[src/rtl/sdram_pwr_pkg.sv]
package sdram_pwr_pkg;

    typedef enum logic [2:0] {
        PS_RUN   = 3'd0,
        PS_PDN   = 3'd1,
        PS_SREF  = 3'd2,
        PS_SUSP  = 3'd3,
        PS_RECOV = 3'd4
    } pwr_state_e;

    typedef enum logic [1:0] {
        CK_HOLD_HI = 2'd0,
        CK_FALL    = 2'd1,
        CK_RISE    = 2'd2,
        CK_HOLD_LO = 2'd3
    } cke_edge_e;

    typedef struct packed {
        logic cs_n;
        logic ras_n;
        logic cas_n;
        logic we_n;
    } cmd_pins_t;

    typedef struct packed {
        logic idle_cmd;   // deselect or no-operation
        logic refresh;    // refresh code with chip selected
    } cmd_class_t;

    function automatic cmd_class_t classify_cmd(input cmd_pins_t c);
        cmd_class_t r;
        r.idle_cmd = c.cs_n | (c.ras_n & c.cas_n & c.we_n);
        r.refresh  = ~c.cs_n & ~c.ras_n & ~c.cas_n & c.we_n;
        return r;
    endfunction

    function automatic cke_edge_e cke_pair(input logic prev, input logic now);
        case ({prev, now})
            2'b11:   return CK_HOLD_HI;
            2'b10:   return CK_FALL;
            2'b01:   return CK_RISE;
            default: return CK_HOLD_LO;
        endcase
    endfunction

    function automatic logic gate_open(input pwr_state_e s);
        return (s == PS_RUN) || (s == PS_RECOV);
    endfunction

endpackage

[src/rtl/sdram_pwr_cmd_class.sv]
module sdram_pwr_cmd_class
    import sdram_pwr_pkg::*;
(
    input  logic       cs_n,
    input  logic       ras_n,
    input  logic       cas_n,
    input  logic       we_n,
    output cmd_class_t cls
);
    cmd_pins_t pins;

    always_comb begin
        pins.cs_n  = cs_n;
        pins.ras_n = ras_n;
        pins.cas_n = cas_n;
        pins.we_n  = we_n;
        cls        = classify_cmd(pins);
    end
endmodule

[src/rtl/sdram_pwr_cke_track.sv]
module sdram_pwr_cke_track
    import sdram_pwr_pkg::*;
(
    input  logic      clk,
    input  logic      rst,
    input  logic      cke,
    output cke_edge_e edge_kind
);
    logic cke_prev;

    always_ff @(posedge clk) begin
        if (rst) cke_prev <= 1'b1;
        else     cke_prev <= cke;
    end

    always_comb edge_kind = cke_pair(cke_prev, cke);
endmodule

[src/rtl/sdram_pwr_recov_timer.sv]
module sdram_pwr_recov_timer #(
    parameter int CYC = 8
) (
    input  logic clk,
    input  logic rst,
    input  logic load,
    input  logic run,
    output logic expired
);
    localparam int CW = $clog2(CYC) + 1;
    localparam logic [CW-1:0] START = CW'(CYC - 1);

    logic [CW-1:0] cnt;

    always_ff @(posedge clk) begin
        if (rst)                     cnt <= '0;
        else if (load)               cnt <= START;
        else if (run && cnt != '0)   cnt <= cnt - 1'b1;
    end

    always_comb expired = (cnt == '0);
endmodule

[src/rtl/sdram_pwr_ctl.sv]
module sdram_pwr_ctl
    import sdram_pwr_pkg::*;
#(
    parameter int RECOV_CYC = 8
) (
    input  logic       clk,
    input  logic       rst,
    input  logic       cke,
    input  logic       all_idle,
    input  logic       bank_active,
    input  logic       cs_n,
    input  logic       ras_n,
    input  logic       cas_n,
    input  logic       we_n,
    output logic [2:0] pwr_state,
    output logic       clk_gate,
    output logic       err
);
    cmd_class_t cls;
    cke_edge_e  edge_kind;
    pwr_state_e st_q, st_d;
    logic       err_d, err_q;
    logic       tm_load, tm_expired;
    logic       sleep_ok;

    sdram_pwr_cmd_class u_cls (
        .cs_n (cs_n),
        .ras_n(ras_n),
        .cas_n(cas_n),
        .we_n (we_n),
        .cls  (cls)
    );

    sdram_pwr_cke_track u_cke (
        .clk      (clk),
        .rst      (rst),
        .cke      (cke),
        .edge_kind(edge_kind)
    );

    sdram_pwr_recov_timer #(.CYC(RECOV_CYC)) u_tmr (
        .clk    (clk),
        .rst    (rst),
        .load   (tm_load),
        .run    (st_q == PS_RECOV),
        .expired(tm_expired)
    );

    always_comb sleep_ok = all_idle & ~bank_active;

    always_comb begin
        st_d    = st_q;
        err_d   = 1'b0;
        tm_load = 1'b0;
        case (st_q)
            PS_RUN: begin
                if (edge_kind == CK_FALL) begin
                    if (sleep_ok) begin
                        if (cls.refresh)       st_d = PS_SREF;
                        else if (cls.idle_cmd) st_d = PS_PDN;
                        else begin
                            st_d  = PS_PDN;
                            err_d = 1'b1;
                        end
                    end else begin
                        st_d  = PS_SUSP;
                        err_d = cls.refresh;
                    end
                end
            end
            PS_PDN: begin
                if (edge_kind == CK_RISE) st_d = PS_RUN;
            end
            PS_SREF: begin
                if (edge_kind == CK_RISE) begin
                    st_d    = PS_RECOV;
                    tm_load = 1'b1;
                    err_d   = ~cls.idle_cmd;
                end
            end
            PS_SUSP: begin
                if (edge_kind == CK_RISE) st_d = PS_RUN;
            end
            PS_RECOV: begin
                err_d = ~cls.idle_cmd;
                if (tm_expired) st_d = PS_RUN;
            end
            default: st_d = PS_RUN;
        endcase
    end

    always_ff @(posedge clk) begin
        if (rst) begin
            st_q  <= PS_RUN;
            err_q <= 1'b0;
        end else begin
            st_q  <= st_d;
            err_q <= err_d;
        end
    end

    always_comb begin
        pwr_state = st_q;
        clk_gate  = gate_open(st_q);
        err       = err_q;
    end
endmodule

[config.mk]
export PLATFORM = sky130hd
export DESIGN_NAME = sdram_pwr_ctl
export DESIGN_NICKNAME = d
export VERILOG_FILES = /design/src/rtl/sdram_pwr_pkg.sv /design/src/rtl/sdram_pwr_cmd_class.sv /design/src/rtl/sdram_pwr_cke_track.sv /design/src/rtl/sdram_pwr_recov_timer.sv /design/src/rtl/sdram_pwr_ctl.sv
export SDC_FILE = /design/constraint.sdc
export NUM_CORES = 1
export LEC_CHECK = 0
export BUFFER_PORTS_ARGS = -buffer_cell sky130_fd_sc_hd__clkbuf_2
export CORE_AREA = 2 2 39 41
export DETAILED_ROUTE_END_ITERATION = 8
export DIE_AREA = 0 0 41 43
export HOLD_SLACK_MARGIN = 0.02
export PLACE_DENSITY_LB_ADDON = 0.1
export REMOVE_ABC_BUFFERS = 1
export SLEW_MARGIN = 20
export SYNTH_ARGS = -nofsm -noshare
export SYNTH_HDL_FRONTEND = slang
export SYNTH_SLANG_ARGS = --single-unit
[constraint.sdc]
create_clock -name clk -period 4.4 [get_ports clk]
set_clock_uncertainty 0.1 [all_clocks]
set_input_delay 0.44 -clock clk [delete_from_list [all_inputs] [get_ports clk]]
set_output_delay 0.44 -clock clk [all_outputs]
set_load 0.02 [all_outputs]
==> impl_metrics.yaml, run 1 <==
sta:
  timing.final.crit_period_ns: 1.70
  maxSlewHeadroom_pct: 72.6
  rsz0062_at_grt: "false"
  maxSlewViolCount: 0
  setup_tns_ns: 0
  worst_pin_slew_ns: 0.410
  finalCritPeriodShare_pct: 38.7
  max_freq_mhz: 587
  setup_viol: 0
  finalHoldViolCount: 0
hold_path:
  min_from: "cke"
  whs_path_depth: 2
  hold_end: "u_cke.cke_prev"
  worstHoldPathType: "in2reg"
worst_setup_path:
  cp_max_fo: 7
  slowest_delay_ns: 0.37
  crit_chain: "or2_4, clkinv_4, clkbuf_2"
  rr_worst_depth: 6
  slowest_stage: "dfxtp_1"
  worst_ep_required_time_ns: 3.86
  r2r-start: "u_tmr.cnt[0]"
  arrival_ns: 1.16
  cp-end-kind: "output port"
  r2r_slack_ns: 2.75
  critPathLaunchType: "register"
  cp_num_buf_inv: 2
  cpLargestDelayFamily: "flip-flops"
  reg2reg_to: "u_tmr.cnt[1]"
  cp_num_cells: 3
  crit_type: "reg2out"
power:
  vdd_drop_max_v: 0.000209
  power.leakage_uw: 0.000270
  power_density_nw_per_um2: 330
  p_total_uw: 216
grt:
  grt_use_total_pct: 15.2
  antenna_found_initial: 0
  grt_pass1_wl_um: 1700
  grt_pass1_vias: 401
  grt_max_degree: 11
  gr-total-overflow: 0
die:
  rows: 14
  coreArea_um2: 1380
  initial_core_util_pct: 40.5
  die_h_um: 43
  die_width_um: 41
  pin_count: 14
  die_area_um2: 1760
routing:
  drt_wl_total_um: 1070
  drt_iter0_markers: 10
  drtPass1Iterations: 4
  vias_per_cell: 4.99
  wire_per_inst_um: 11.6
  vias: 459
  drc: 0
  drtAntennaViolNets: 0
cells_and_area:
  n_fill_cell: 141
  n_antenna_cell: 0
  final_common_cell: "clkbuf_2"
  drive_gt1_share_pct: 39.5
  post-route-util_pct: 47.4
  final_nets: 87
  area_growth_pct: 17.0
  final_cell_area_um2: 656
  final_cell_mix: "clkbuf_2 (13), dfxtp_1 (9), a21oi_1 (5)"
logic_synthesis:
  async_reset_ff_share_pct: 0
  yosys_warnings: 0
  ys.flop_type: "dfxtp_1"
  synth-edff-count: 0
  synth_cells: 61
  synthesis.area_um2: 561
  yosysUniqueCellTypes: 35
  ys_seq_elements: 9
  yosysSeqAreaShare_pct: 32.1
  synthesis.area_per_instance_um2: 9.19
clock_network:
  cts_tree: "built"
  cts_sinks: 9
  clk_latency_ns: 0.27
  root_buffer: "clkbuf_4"
  clkTransAtPathRegs_ns: 0.07
  hold_buffers: 0
  cts-resized-gates: 0
  cts_setup_buffers: 0
  cts_buffer_depth: 2
  h-tree-depth: 1
  numCtsBuffers: 3
placement:
  io_buffers: 13
  gp_congestion: 0.728
  place_hpwl_um: 839
  dpl_cell_area_um2: 628
run_status:
  status: "complete, no violations"
run:
  maxCapViolCount: 0
[final cells by class]
cell class                      instances  area, um^2  share of cell area [%]
Sequential cell                         9         180                    27.5
Tap cell                               16        20.0                    3.05
Timing Repair Buffer                   13        65.1                    9.92
Multi-Input combinational cell         45         339                    51.7
Clock buffer                            3        22.5                    3.44
Clock inverter                          1        5.00                   0.763
Inverter                                5        23.8                    3.63
[how the worst max path moves through the flow]
stage                  from      endpoint  slack (ns)
5_1_grt        u_tmr.cnt[1]  u_tmr.cnt[1]        2.64
3_5_place_dp   u_tmr.cnt[0]  u_tmr.cnt[1]        2.74
6_report       pwr_state[0]      clk_gate        2.70
3_3_place_gp   u_tmr.cnt[0]  u_tmr.cnt[1]        2.75
4_1_cts        pwr_state[0]      clk_gate        2.69
2_1_floorplan  u_tmr.cnt[0]  u_tmr.cnt[1]        2.81
[Yosys cell counts (2+ instances only)]
library cell,number,area [um^2]
dfxtp_1,9,180
a21oi_1,5,25.0
inv_1,4,15.0
nor2b_1,4,25.0
nand4_1,3,18.8
mux2i_1,2,20.0
nand2_1,2,7.51
nand3_1,2,10.0
nor2_1,2,7.51
nor3_1,2,10.0
o21ai_0,2,10.0
[registers in the layout (all words and copies together), names as in the netlist]
signal,cells
u_tmr.cnt,4
pwr_state,3
err,1
u_cke.cke_prev,1
[through the flow]
step	hold WS [ns]	setup WS (ns)	instances
2_1_floorplan	0.389	2.81	59
3_3_place_gp	0.437	2.75	88
3_5_place_dp	0.446	2.74	88
4_1_cts	0.309	2.69	92
5_1_grt	0.337	2.64	92
6_report	0.314	2.70	92
[cell families (layout without fill, tap and decap cells)]
group                    count (synthesis)  count (layout)  synth area share (%)
XOR/XNOR                                 2               2                  3.13
AND/OR/NAND/NOR                         24              24                  29.0
flip-flops                               9               9                  32.1
adder cells (fa/ha/maj)                  1               1                  2.23
buffers and inverters                    7              22                  7.36
multiplexers                             4               4                  8.26
AO/OA/AOI/OAI                           14              14                  17.9
[metal layers]
metal | vias to the layer above | GRT usage [%] | share of wire (%)
met4 | 0 | 12.0 | 2.9
li1 | 251 | - | -
met1 | 191 | 21.2 | 53
met3 | 4 | 4.71 | 4.4
met5 | - | 0 | 0
met2 | 13 | 18.4 | 40
[where the power goes]
group	switching (uW)	internal (uW)	total [uW]	leakage (uW)
logic	32.1	24.2	56.3	0.000179
clock network	33.2	33.6	66.9	0.0000177
registers	7.13	86.0	93.2	0.0000732
total	72.5	144	216	0.000270
Power figures use the tool's default switching activity.
==> inputs of run 2 (changes only) <==
Clock period 4.4 ns to 1.6 ns, I/O delays scaled along.
==> impl_metrics.yaml, run 2 (same netlist as run 1, synthesis figures left out) <==
grt:
  grt_pass1_wl_um: 2030
  grt_max_degree: 11
  grtUsageMet3_pct: 7.85
  antenna_found_initial: 0
  gr-total-overflow: 0
  gr-usage-met1_pct: 23.9
  use_met2_pct: 24.4
  busiest_layer: "met2"
  grt_use_total_pct: 17.7
  grt_pass1_vias: 470
worst_setup_path:
  critPathLaunchType: "register"
  cp_max_fo: 2
  critPathLaunch: "u_tmr.cnt[1]"
  slowest_stage: "or3b_4"
  crit_chain: "inv_2, ha_4, or3b_4, nand3_4, mux2_4, a21oi_2"
  slowest_delay_ns: 0.39
  worst_ep_required_time_ns: 1.69
  crit_type: "reg2reg"
  cp-end-kind: "register"
  arrival_ns: 1.69
  r2r-start: "u_tmr.cnt[1]"
placement:
  io_buffers: 13
  gp_congestion: 0.714
  dp_slack_ns: 0.00430
  place_hpwl_um: 860
sta:
  setup_tns_ns: -0.000837
  maxSlewHeadroom_pct: 72.6
  timing.final.crit_period_ns: 1.60
  finalHoldViolCount: 0
  worst_pin_slew_ns: 0.410
  finalCritPeriodShare_pct: 100
  hold_slack_ns: 0.0630
  worst_slack_ns: -0.000837
  rsz0062_at_grt: "true"
  setup_viol: 1
  maxSlewViolCount: 0
  max_freq_mhz: 625
clock_network:
  cts_tree: "built"
  cts_buffer_depth: 2
  root_buffer: "clkbuf_4"
  clk_latency_ns: 0.26
  clkTransAtPathRegs_ns: 0.06
  numCtsBuffers: 3
  h-tree-depth: 1
  cts_sinks: 9
routing:
  drtPass1Iterations: 4
  drtAntennaViolNets: 0
  drc: 0
  vias: 549
  drt_iter0_markers: 13
  drt_wl_total_um: 1360
  vias_per_cell: 5.18
  wire_per_inst_um: 12.8
power:
  power_density_nw_per_um2: 791
  p_switching_uw: 204
  vdd_drop_max_v: 0.000530
  pwr-share-clk_pct: 28.3
  power.leakage_uw: 0.000333
  p_seq_share_pct: 41.2
  p_total_uw: 617
  sw_frac_of_total_pct: 33.1
  p_int_uw: 413
  p_comb_share_pct: 30.5
die:
  rows: 14
  die_h_um: 43
  pin_count: 14
  die_width_um: 41
  coreArea_um2: 1380
  initial_core_util_pct: 40.5
  die_area_um2: 1760
cells_and_area:
  drive_gt1_share_pct: 55.6
  n_fill_cell: 137
  n_antenna_cell: 0
  regMostFlops: "u_tmr.cnt"
  post-route-util_pct: 56.3
  final_cell_mix: "buf_4 (14), clkbuf_2 (13), dfxtp_1 (7)"
  final_nets: 101
  largest_reg_flops: 4
  area_growth_pct: 39.1
  final_common_cell: "buf_4"
run:
  maxCapViolCount: 0
run_status:
  status: "complete, but fails checks"
  violations: "setup timing"
hold_path:
  worstHoldPathType: "in2reg"
  min_from: "cke"
-- run 2: path summary, 6_finish.rpt --
| kind | endpoint | slack [ns] | cells past startpoint |
|---|---|---|---|
| min reg2reg | err | 0.46 | 2 |
| min | u_cke.cke_prev | 0.06 | 2 |
| max | u_tmr.cnt[1] | -0.0008 | 6 |
| max reg2reg | u_tmr.cnt[1] | -0.0008 | 6 |
-- run 2: power by group through the flow --
stage	sequential (uW)	clock (uW)	combinational (uW)
after floorplan	269	0	102
after CTS	253	184	179
after global placement	258	0	170
after detailed placement	258	0	168
final	254	174	188
after global routing	256	193	200
-- run 2: final cells by class --
cell class	instances	area [um^2]	share of cell area [%]
sequential	9	183	23.4
clock buffer	3	22.5	2.89
inverter	5	23.8	3.05
clock inverter	1	5.00	0.642
multi-input combinational	45	355	45.6
timing repair buffer	27	170	21.8
tap	16	20.0	2.57
-- run 2: critical path: cells and delay by family, from the launching register on --
| kind | cells | cell delay (ns) |
|---|---|---|
| DFF | 1 | 0.33 |
| and+or+nand+nor | 2 | 0.48 |
| adders and majority gates | 1 | 0.13 |
| AOI/OAI and AO/OA | 1 | 0.12 |
| buffers and inverters | 1 | 0.08 |
| muxes | 1 | 0.30 |
-- run 2: what timing repair did --
item / CTS / global route
pin swaps: 2 / 1
hold buffers: 0 / 0
resized for setup: 6 / 1
buffers inserted: 10 / 0
endpoints found under the setup margin: 1 / 4
-- run 2: per-stage QoR --
step | instance area, um^2 | instances
floorplan | 543 | 59
global placement | 658 | 92
detailed placement | 658 | 92
CTS | 776 | 106
global route | 779 | 106
finish | 779 | 106
-- run 2: metal layers --
layer	vias up	part of all wire, %
met5	-	0
met4	0	0
met3	0	6.3
met2	19	49
met1	251	45
li1	279	-
